===== src/rtl/stack_op_pkg.sv =====
package stack_op_pkg;

    localparam int BYTE_W = 8;

    // Positions of the bits in the status byte
    localparam int BIT_N   = 7;
    localparam int BIT_ONE = 5;
    localparam int BIT_BRK = 4;
    localparam int BIT_Z   = 1;

    // Decode pattern: bit 5 selects pull, bit 6 selects accumulator
    localparam logic [7:0] OP_MASK  = 8'h9F;
    localparam logic [7:0] OP_MATCH = 8'h08;
    localparam int OP_PULL_BIT = 5;
    localparam int OP_ACC_BIT  = 6;

    typedef enum logic [2:0] {
        ST_IDLE,
        ST_DUMMY,
        ST_STORE,
        ST_PULL_INC,
        ST_PULL_RD,
        ST_DONE
    } stk_state_e;

endpackage


===== src/rtl/stack_op_decode.sv =====
module stack_op_decode
    import stack_op_pkg::*;
(
    input  logic [7:0] opcode,
    output logic       hit,
    output logic       is_pull,
    output logic       is_acc
);
    always_comb begin
        hit     = ((opcode & OP_MASK) == OP_MATCH);
        is_pull = opcode[OP_PULL_BIT];
        is_acc  = opcode[OP_ACC_BIT];
    end
endmodule


===== src/rtl/stack_op_sp.sv =====
module stack_op_sp #(
    parameter logic [7:0] SP_RESET = 8'hFD
) (
    input  logic       clk,
    input  logic       rst_n,
    input  logic       dec,
    input  logic       inc,
    output logic [7:0] sp
);
    always_ff @(posedge clk) begin
        if (!rst_n)   sp <= SP_RESET;
        else if (dec) sp <= sp - 8'd1;
        else if (inc) sp <= sp + 8'd1;
    end
endmodule


===== src/rtl/stack_op_flags.sv =====
module stack_op_flags
    import stack_op_pkg::*;
(
    input  logic [7:0] cur_flags,
    input  logic [7:0] rdata,
    output logic [7:0] push_byte,
    output logic [7:0] pulled_status,
    output logic [7:0] pulled_acc_flags
);
    always_comb begin
        push_byte          = cur_flags;
        push_byte[BIT_ONE] = 1'b1;
        push_byte[BIT_BRK] = 1'b1;

        pulled_status          = rdata;
        pulled_status[BIT_ONE] = 1'b1;
        pulled_status[BIT_BRK] = cur_flags[BIT_BRK];

        pulled_acc_flags          = cur_flags;
        pulled_acc_flags[BIT_ONE] = 1'b1;
        pulled_acc_flags[BIT_N]   = rdata[7];
        pulled_acc_flags[BIT_Z]   = (rdata == 8'h00);
    end
endmodule


===== src/rtl/stack_op_seq.sv =====
module stack_op_seq
    import stack_op_pkg::*;
#(
    parameter int               ADDR_W     = 16,
    parameter logic [7:0]       SP_RESET   = 8'hFD,
    parameter logic [ADDR_W-9:0] STACK_PAGE = 'd1
) (
    input  logic              clk,
    input  logic              rst_n,
    input  logic              op_valid,
    input  logic [7:0]        opcode,
    input  logic [ADDR_W-1:0] pc,
    input  logic [7:0]        acc_in,
    input  logic [7:0]        flags_in,
    input  logic [7:0]        bus_rdata,
    output logic [ADDR_W-1:0] bus_addr,
    output logic [7:0]        bus_wdata,
    output logic              bus_we,
    output logic              fetch,
    output logic              acc_wr,
    output logic [7:0]        acc_wdata,
    output logic              flags_wr,
    output logic [7:0]        flags_wdata,
    output logic [7:0]        sp
);
    localparam int PAGE_W = ADDR_W - BYTE_W;

    stk_state_e state, state_nx;
    logic       kind_pull, kind_acc;
    logic       dec_hit, dec_pull, dec_acc;
    logic       sp_dec, sp_inc;
    logic [7:0] push_byte, pulled_status, pulled_acc_flags;
    logic [PAGE_W+7:0] stack_addr;

    stack_op_decode u_dec (
        .opcode  (opcode),
        .hit     (dec_hit),
        .is_pull (dec_pull),
        .is_acc  (dec_acc)
    );

    stack_op_sp #(.SP_RESET(SP_RESET)) u_sp (
        .clk   (clk),
        .rst_n (rst_n),
        .dec   (sp_dec),
        .inc   (sp_inc),
        .sp    (sp)
    );

    stack_op_flags u_flags (
        .cur_flags        (flags_in),
        .rdata            (bus_rdata),
        .push_byte        (push_byte),
        .pulled_status    (pulled_status),
        .pulled_acc_flags (pulled_acc_flags)
    );

    assign stack_addr = {STACK_PAGE, sp};
    assign sp_dec     = (state == ST_STORE);
    assign sp_inc     = (state == ST_PULL_INC);

    // State register and latched instruction kind
    always_ff @(posedge clk) begin
        if (!rst_n) begin
            state     <= ST_IDLE;
            kind_pull <= 1'b0;
            kind_acc  <= 1'b0;
        end else begin
            state <= state_nx;
            if (state == ST_IDLE && op_valid && dec_hit) begin
                kind_pull <= dec_pull;
                kind_acc  <= dec_acc;
            end
        end
    end

    always_comb begin
        state_nx = state;
        unique case (state)
            ST_IDLE:     if (op_valid && dec_hit) state_nx = ST_DUMMY;
            ST_DUMMY:    state_nx = kind_pull ? ST_PULL_INC : ST_STORE;
            ST_STORE:    state_nx = ST_DONE;
            ST_PULL_INC: state_nx = ST_PULL_RD;
            ST_PULL_RD:  state_nx = ST_DONE;
            ST_DONE:     state_nx = ST_IDLE;
            default:     state_nx = ST_IDLE;
        endcase
    end

    // Bus and writeback outputs
    always_comb begin
        bus_addr    = pc;
        bus_wdata   = 8'h00;
        bus_we      = 1'b0;
        fetch       = 1'b0;
        acc_wr      = 1'b0;
        acc_wdata   = bus_rdata;
        flags_wr    = 1'b0;
        flags_wdata = 8'h00;
        unique case (state)
            ST_IDLE, ST_DUMMY: bus_addr = pc;
            ST_STORE: begin
                bus_addr  = stack_addr;
                bus_we    = 1'b1;
                bus_wdata = kind_acc ? acc_in : push_byte;
            end
            ST_PULL_INC, ST_PULL_RD: bus_addr = stack_addr;
            ST_DONE: begin
                fetch = 1'b1;
                if (kind_pull) begin
                    flags_wr    = 1'b1;
                    acc_wr      = kind_acc;
                    flags_wdata = kind_acc ? pulled_acc_flags : pulled_status;
                end
            end
            default: bus_addr = pc;
        endcase
    end
endmodule


===== config.mk =====
export PLATFORM = sky130hd
export DESIGN_NAME = stack_op_seq
export DESIGN_NICKNAME = d
export VERILOG_FILES = /design/src/rtl/stack_op_pkg.sv /design/src/rtl/stack_op_decode.sv /design/src/rtl/stack_op_sp.sv /design/src/rtl/stack_op_flags.sv /design/src/rtl/stack_op_seq.sv
export SDC_FILE = /design/constraint.sdc
export NUM_CORES = 1
export LEC_CHECK = 0
export BUFFER_PORTS_ARGS = -buffer_cell sky130_fd_sc_hd__buf_2
export CORE_ASPECT_RATIO = 1.1
export CORE_MARGIN = 5
export CORE_UTILIZATION = 25
export CTS_BUF_LIST = sky130_fd_sc_hd__clkbuf_4
export DETAILED_ROUTE_END_ITERATION = 7
export SLEW_MARGIN = 20
export SYNTH_ARGS = -nofsm -noshare
export SYNTH_HDL_FRONTEND = slang
export SYNTH_SLANG_ARGS = --single-unit

===== constraint.sdc =====
create_clock -name clk -period 3 [get_ports clk]
set_input_delay 0.6 -clock clk [delete_from_list [all_inputs] [get_ports clk]]
set_output_delay 0.6 -clock clk [all_outputs]
set_load 0.01 [all_outputs]

* Yosys cells after proc, flatten, opt, wreduce, memory -nomap -nowiden
Index checks and enable logic that the tools add are counted.
** Word-level totals
- Logic and storage cells :: 38
- Input port bits :: 51
- Flip-flop bits (word level) :: 13
- Output and inout bits :: 52
** Operators by class
- Reduce and logical (&&, ||, !) cells :: 8
- Add/sub/neg operators :: 2
- Eq/ne operators :: 7
- Multiplexer cells :: 17
** Operator list (number)
- $mux W8 :: 6
- $mux W16 :: 1
- $pmux W3 S4 :: 1
- $add A8 B1 Y8 const B :: 1
- $logic_not A8 Y1 :: 1
- $sub A8 B1 Y8 const B :: 1
- $mux W1 :: 7
- $mux W7 :: 1
- $eq A3 B2 Y1 const B :: 2
- $eq A3 B3 Y1 const B :: 2
- $eq A6 B4 Y1 const B :: 1
- $eq A3 B1 Y1 const B :: 1
- $logic_and A1 B1 Y1 :: 3
- $logic_not A3 Y1 :: 1
- $mux W3 :: 1
- $reduce_or A3 Y1 :: 1
- $ne A2 B1 Y1 const B :: 1
- $reduce_bool A2 Y1 :: 1
- $reduce_or A2 Y1 :: 1

* Longest topological paths before layout
Gate-level depths: netlist (run 1).
- Depth after elaboration :: 4
- Gate-level depth with buffers :: 12
- Gate-level depth less buffers :: 9

* Hierarchy
Synthesis (run 1) repeated with hierarchy kept, for this count alone.
** Unflattened totals
- Cells, all modules :: 186
- Area total of the unflattened synthesis :: 1508.9 um^2
** Modules (own cells, without submodules)
- stack_op_seq :: seq. area each 100.1 um^2, times used 1, cells an instance 90, area an instance 737.0 um^2
- stack_op_sp :: seq. area each 160.2 um^2, times used 1, cells an instance 65, area an instance 541.8 um^2
- stack_op_flags :: seq. area each 0.0 um^2, times used 1, cells an instance 27, area an instance 195.2 um^2
- stack_op_decode :: seq. area each 0.0 um^2, times used 1, cells an instance 4, area an instance 35.0 um^2

* Worst setup path before layout (run 1)
OpenSTA, ideal clock, no wires.
- Path type :: register -> register
- Start point :: reg state[1]
- End point :: reg u_sp.sp[7]
- Path slack :: 0.271 ns
- Setup time :: 0.069 ns
- Stages on the path, launching flop included :: 13
- Required time :: 2.931 ns
- Clock period less this slack :: 2.729 ns
- Buffers on the path :: 3
- Arrival time :: 2.661 ns
- Cell sequence :: dfxtp_1 -> buf_2 -> nor2b_1 -> buf_2 -> nand2b_1 -> clkbuf_1 -> inv_1 -> ha_1 -> a21o_1 -> a31o_1 -> o2111a_1 -> o31a_1 -> o21ai_1
** Between the ends
- Cells in the longest elaborated chain, start to end :: 2
- Elaborated cells on any way between the ends :: 4
- Those cells by class :: eq/ne (2); mux (1); reduce/logical (1)
** RTL lines
- from (decl) :: RTL line stack_op_seq.sv:28 : stk_state_e state, state_nx;
- from (signal assigned) :: RTL line stack_op_seq.sv:69 : state <= state_nx;
- $eq A3 B2 Y1, on equally long branches :: RTL line stack_op_seq.sv:59, stack_op_seq.sv:60
- $mux W8 / $reduce_bool A2 Y1 (equally long branches)
- to (signal assigned) :: RTL line stack_op_sp.sv:12 : else if (dec) sp <= sp - 8'd1;
- to (signal assigned) :: RTL line stack_op_sp.sv:13 : else if (inc) sp <= sp + 8'd1;
- to (decl) :: RTL line stack_op_sp.sv:8 : output logic [7:0] sp
Several ways; a longest one is shown, not always the timed one.
A chain may end at the register's enable or synchronous reset.

* Worst setup path in the final report (run 1)
- Start point :: reg state[2]
- End point :: out bus_addr[2]
** Between the ends
- Cells in the longest elaborated chain, start to end :: 3
- Elaborated cells on any way between the ends :: 5
- Those cells by class :: eq/ne (3); mux (1); reduce/logical (1)
** RTL lines
- $eq A3 B2 Y1 / $eq A3 B3 Y1 (equally long branches) :: RTL line stack_op_seq.sv:100 : unique case (state)
- $reduce_or A3 Y1 (no source line) *
- $mux W16 * :: RTL line stack_op_seq.sv:100
- to (decl) :: RTL line stack_op_seq.sv:16 : output logic [ADDR_W-1:0] bus_addr,
Mark *: on every way between the ends. The rest lies on a longest branch, timed or not.

==> results of run 1 <==
[worst max-delay path by stage]
stage                        start          end  cells after the start
final                     state[2]  bus_addr[2]                      5
after global routing      state[2]  bus_addr[2]                      5
after CTS                 state[2]  bus_addr[2]                      5
after detailed placement  state[2]   u_sp.sp[7]                      9
after global placement    state[0]   u_sp.sp[7]                      8
after floorplan           state[1]   u_sp.sp[7]                     12
[worst max-delay path, stage by stage (launching register included)]
cell,delay (ns)
dfxtp_1,0.46
nor2b_1,0.09
buf_4,0.17
nor2_4,0.36
mux2_2,0.38
buf_2,0.14
[cells by family after synthesis]
kind of cell,count (synthesis)
compound gates,30
xor+xnor,3
fa+ha+maj,7
buf+inv,25
flops,13
mux,18
simple gates,63
[power groups by stage]
| stage | clock network (mW) | registers (mW) | logic [mW] |
|---|---|---|---|
| 3_5_place_dp | 0 | 0.179 | 0.0947 |
| 6_report | 0.118 | 0.175 | 0.0937 |
| 5_1_grt | 0.136 | 0.175 | 0.105 |
| 2_1_floorplan | 0 | 0.179 | 0.0465 |
| 4_1_cts | 0.127 | 0.175 | 0.0953 |
| 3_3_place_gp | 0 | 0.179 | 0.0935 |
[registers in the layout, summed over array words and instances (netlist names)]
| signal | cells |
|---|---|
| u_sp.sp | 8 |
| state | 3 |
| kind_acc | 1 |
| kind_pull | 1 |
[Yosys cell counts, drive strengths merged (3+ instances only)]
cell / n
o21ai: 7
nor4: 3
and3: 3
ha: 6
a21oi: 8
mux2i: 12
mux2: 6
buf: 15
and2: 7
nor3: 6
nor2b: 5
dfxtp: 13
nand2b: 3
nor2: 17
inv: 8
nand2: 11
a211oi: 3
o211ai: 3
[routing by layer]
metal	vias to the layer above	wire length (um)	global-route usage, %
met1	593	1520	12.3
met5	-	0	0
li1	736	-	-
met3	2	445	4.51
met4	0	10	2.50
met2	64	1830	20.3
[placed cells by master, fill, tap and decap left out, types with 2 or more instances in the layout]
master,n
o311ai_0,2
inv_1,8
and2_1,7
dfxtp_1,13
nor3_1,5
nor3b_1,2
xnor2_1,2
mux2i_1,12
a211oi_1,2
mux2_2,6
o21ai_0,5
clkbuf_4,4
nor2_1,16
o21ai_1,2
nor2b_1,5
nand2b_1,3
a21oi_1,8
a21o_1,2
nand3_1,2
buf_2,101
buf_4,3
nand2_1,11
nor4_1,3
ha_1,6
and3_1,3
o211ai_1,3
[through the flow]
step	util, %	hold WS (ns)	worst slack (ns)
6_report	35.9	0.525	0.521
2_1_floorplan	-	0.530	0.271
5_1_grt	35.9	0.547	0.369
4_1_cts	35.9	0.531	0.488
3_3_place_gp	35.3	0.517	0.744
3_5_place_dp	35.3	0.518	0.712
[area by class of cell]
cell class,count,area [um^2]
Timing Repair Buffer,104,528
Sequential cell,13,260
Multi-Input combinational cell,121,852
Clock buffer,4,30.0
Tap cell,58,72.6
Inverter,8,30.0
Fill cell,545,3160
==> impl_metrics.ini, run 1 <==
[setup_path]
r2r_cells = 8
rrSetupSlack_ns = 0.72
critPathRequiredTime_ns = 2.40
reg2reg_from = state[0]
start_kind = flip-flop
critPathCaptureType = output port
crit_type = flip-flop to output port
r2r_end = u_sp.sp[7]
critical_path_arrival_ns = 1.88
crit_fanout = 18

[sta]
fin_worst_skew_ns = 0.000755
tns_ns = 0
period_share_pct = 82.6
setup_viol = 0
relSlewSlack_pct = 52.1
max_freq_mhz = 403
finalHoldViolations = 0
fin_crit_ns = 2.48
drv_slew = 0
rsz0062_at_grt = false
tightestPinTransition_ns = 0.717

[global_route]
grt_pass1_wl_um = 6190
grt_pass1_vias = 1356
grt_max_degree = 19
grt_usage_pct = 11.3
antenna_found_initial = 0
grt.overflow.total = 0

[clock_tree]
clk-insertion-delay-late_ns = 0.27
cts_buffer_depth = 2
cts-resized-gates = 0
tritoncts = built
root_buffer = clkbuf_4
hold_buffers = 0
cts_setup_buffers = 0
htree_levels = 1
cts_made_buffers = 3
cts.reportedPaths.clkPinSlew_ns = 0.08
cts_sinks = 13

[yosys]
synth_edf_count = 0
syn_nets = 217
synth_fa_ha_area_share_pct = 7.59
synthDistinctLibCells = 42
synth_top_area_share_pct = 20.8
synth_top_area_cell = dfxtp_1
synth-seq-cells = 13
synth_area_leaders = dfxtp_1 (21%), mux2i_1 (9.6%), ha_1 (6.0%)
avgSynthCellArea_um2 = 7.88
synth_area_mm2 = 0.00125
synth_warnings = 0
synth_xor_area_share_pct = 2.10
synth_compound_area_share_pct = 16.3
synth_top_family_by_area = simple AND/OR/NAND/NOR gates
synth_mux_area_share_pct = 15.0
yosys.area_share.simple_pct = 27.1
ys_async_sr_fraction_pct = 0
synth-main-ff-cell = dfxtp_1
netlist_instances = 159
ys_seq_area_share_pct = 20.8

[floorplanning]
die_y_um = 84.2
fp.dieArea_mm2 = 0.00653
rows = 27
core_area_mm2 = 0.00493
ios = 103
die_x_um = 77.5
start_util_pct = 25.4

[pwr]
sw_frac_of_total_pct = 26.3
leakagePower_nw = 0.974
p_seq_share_pct = 45.2
comb_power_share_pct = 24.2
powerDensity_mw_per_mm2 = 218
p_sw_mw = 0.102
clkPwrFrac_pct = 30.6
peakVddDrop_mv = 0.115
total_power_mw = 0.387
p_int_mw = 0.285

[cells_and_area]
drive_above_1_share_pct = 46.8
nNetsFinal = 309
final_cells = 308
fin_area_mm2 = 0.00177
area_growth_pct = 41.6
n_antenna_cell = 0

[drt]
via_per_inst = 4.53
drcViolationCount = 0
drtPass1Iterations = 4
wirelength_um = 3810
vias = 1395
postRouteAntennaNets = 0
wl_per_cell_um = 12.4
drtIter0Drc = 27

[placement]
port_buffers = 101
gp_congestion = 0.755
dpl_cell_area_mm2 = 0.00174
dpl.cell_count = 304
hpwlAfterDp_um = 3190

[status]
outcome = complete, no violations

[min_path]
hp-class = flip-flop to flip-flop
hold_path_depth = 2
holdPathEnd = u_sp.sp[5]
min_from = u_sp.sp[5]

[run]
cap_violations = 0
No activity file was read; power rests on OpenSTA's default activity.
==> run 2, diff against run 1 <==
ABC_AREA = 1   (was default)
clock period = 2.05 ns   (was 3 ns; I/O delays follow)
==> impl_metrics.ini, run 2 <==
[run]
cap_violations = 0

[placement]
dpl_cell_area_mm2 = 0.00183
gp_congestion = 0.823
port_buffers = 101
hpwlAfterDp_um = 3440

[yosys]
netlist_instances = 237
ys_async_sr_fraction_pct = 0
synth.most_common_cell = nand2_1
synthDistinctLibCells = 26
synth_edf_count = 0
synth_area_mm2 = 0.00132
synth_top_area_share_pct = 19.9
synth_warnings = 0
syn_nets = 295
synth_area_leaders = nand2_1 (20%), dfxtp_1 (20%), nor2_1 (11%)
ys_seq_area_share_pct = 19.8
synth_common_cells = nand2_1 (70), nor2_1 (40), inv_1 (32)
synth-seq-cells = 13
synth-main-ff-cell = dfxtp_1
synth_top_area_cell = nand2_1
avgSynthCellArea_um2 = 5.56

[cells_and_area]
largest_reg_flops = 8
final_common_cell = buf_2
reg.largest.list = u_sp.sp x8, state x3
multi_input_area_um2 = 818
layout.filler_cells = 586
ff_latch_area_um2 = 260
fin_util_pct = 36.7
regMostFlops = u_sp.sp
area_growth_pct = 41.1
fin_area_mm2 = 0.00186
drive_above_1_share_pct = 35.2
layout_common_cells = buf_2 (101), nand2_1 (70), nor2_1 (40)
n_antenna_cell = 0
nNetsFinal = 391

[setup_path]
reg2reg_from = state[2]
r2r_end = u_sp.sp[3]
start_kind = flip-flop
rrSetupSlack_ns = 0.23
critical_path_arrival_ns = 1.45
crit_type = flip-flop to output port
crit_fanout = 8
critPathRequiredTime_ns = 1.64
critPathCaptureType = output port
r2r_cells = 9

[drt]
vias = 1694
wirelength_um = 4080
via_per_inst = 4.34
wl_per_cell_um = 10.5
postRouteAntennaNets = 0
drtPass1Iterations = 4
drtIter0Drc = 46
drcViolationCount = 0

[clock_tree]
cts.reportedPaths.clkPinSlew_ns = 0.08
root_buffer = clkbuf_4
cts_made_buffers = 3
htree_levels = 1
cts_buffer_depth = 2
cts_sinks = 13
tritoncts = built
clk-insertion-delay-late_ns = 0.28

[sta]
relSlewSlack_pct = 66.1
fin_hold_ws_ns = 0.370
finalHoldViolations = 0
tns_ns = 0
fin_crit_ns = 1.86
drv_slew = 0
max_freq_mhz = 538
period_share_pct = 90.7
setup_viol = 0
fin_worst_skew_ns = 0.0143
rsz0062_at_grt = false
tightestPinTransition_ns = 0.506

[status]
outcome = complete, no violations

[pwr]
peakVddDrop_mv = 0.170
leakagePower_nw = 1.14
powerDensity_mw_per_mm2 = 485

[global_route]
grt_pass1_vias = 1539
grt_max_degree = 16
grt_pass1_wl_um = 6450
antenna_found_initial = 0
grt_usage_pct = 11.1
grt.overflow.total = 0

[floorplanning]
core_area_mm2 = 0.00507
die_y_um = 86.1
rows = 27
fp.dieArea_mm2 = 0.00682
start_util_pct = 26.0
ios = 103
die_x_um = 79.2

[min_path]
holdPathEnd = kind_pull
hold_path_depth = 3
min_from = opcode[5]
hp-class = input pin to flip-flop
[run 2: cell count changes in the layout (fill, tap and decap cells not counted), sizes merged, moves of 6 or more]
| cell | change |
|---|---|
| mux2 | -6 |
| nor2 | +23 |
| mux2i | -12 |
| inv | +27 |
| a21oi | +11 |
| nand3 | +10 |
| nand2 | +60 |
[run 2: metal layers]
layer / wire, um / track usage, %
met1: 1810 / 13.1
met3: 301 / 1.79
met5: 0 / 0
met4: 22 / 3.28
met2: 1950 / 20.5
[run 2: kinds of logic after synthesis]
family                   count (synthesis)  share of synthesized area, %
flip-flops                              13                          19.8
AO/OA/AOI/OAI                           30                          12.0
adder cells (fa/ha/maj)                  7                          7.22
buffers and inverters                   51                          18.1
AND/OR/NAND/NOR                        136                          42.9
[run 2: metrics by stage]
stage | power (mW) | cells | worst slack (ns)
after floorplan | 0.576 | 237 | 0.216
after global placement | 0.725 | 386 | 0.154
after detailed placement | 0.731 | 386 | 0.138
after CTS | 0.913 | 390 | 0.136
after global routing | 0.988 | 390 | 0.000772
final | 0.902 | 390 | 0.190
[run 2: report_power, final]
| group | internal, mW | total [mW] | switching (mW) |
|---|---|---|---|
| logic | 0.184 | 0.437 | 0.252 |
| clock network | 0.0887 | 0.180 | 0.0909 |
| registers | 0.269 | 0.285 | 0.0159 |
| total | 0.543 | 0.902 | 0.359 |
[run 2: final cells by class]
class                           count  share of cell area (%)
Clock buffer                        4                    1.62
Timing Repair Buffer              106                    29.2
Sequential cell                    13                    14.0
Multi-Input combinational cell    173                    44.0
Tap cell                           58                    3.90
Inverter                           36                    7.27
[run 2: worst max-delay path by stage]
| stage | startpoint | to | slack (ns) | cells after the start |
|---|---|---|---|---|
| floorplan | state[0] | u_sp.sp[4] | 0.22 | 9 |
| global placement | state[2] | u_sp.sp[3] | 0.15 | 8 |
| detailed placement | state[2] | u_sp.sp[7] | 0.14 | 10 |
| CTS | state[2] | u_sp.sp[3] | 0.14 | 9 |
| global route | state[2] | u_sp.sp[7] | 0.0008 | 10 |
| finish | state[0] | flags_wdata[1] | 0.19 | 7 |
[run 2: repair_timing]
action                                  CTS  global route
buffers inserted                          0             0
gates resized for setup                   0             1
hold buffers                              0             0
endpoints found under the setup margin    0             5
hold endpoints to repair                  0             0
[run 2: worst max-delay path, cell delays in order (launching register included)]
cell and delay [ns]:
dfxtp_1 0.34, inv_1 0.05, buf_4 0.14, nor3_2 0.14, nand2_2 0.15, inv_2 0.09
o211a_1 0.13, buf_2 0.12
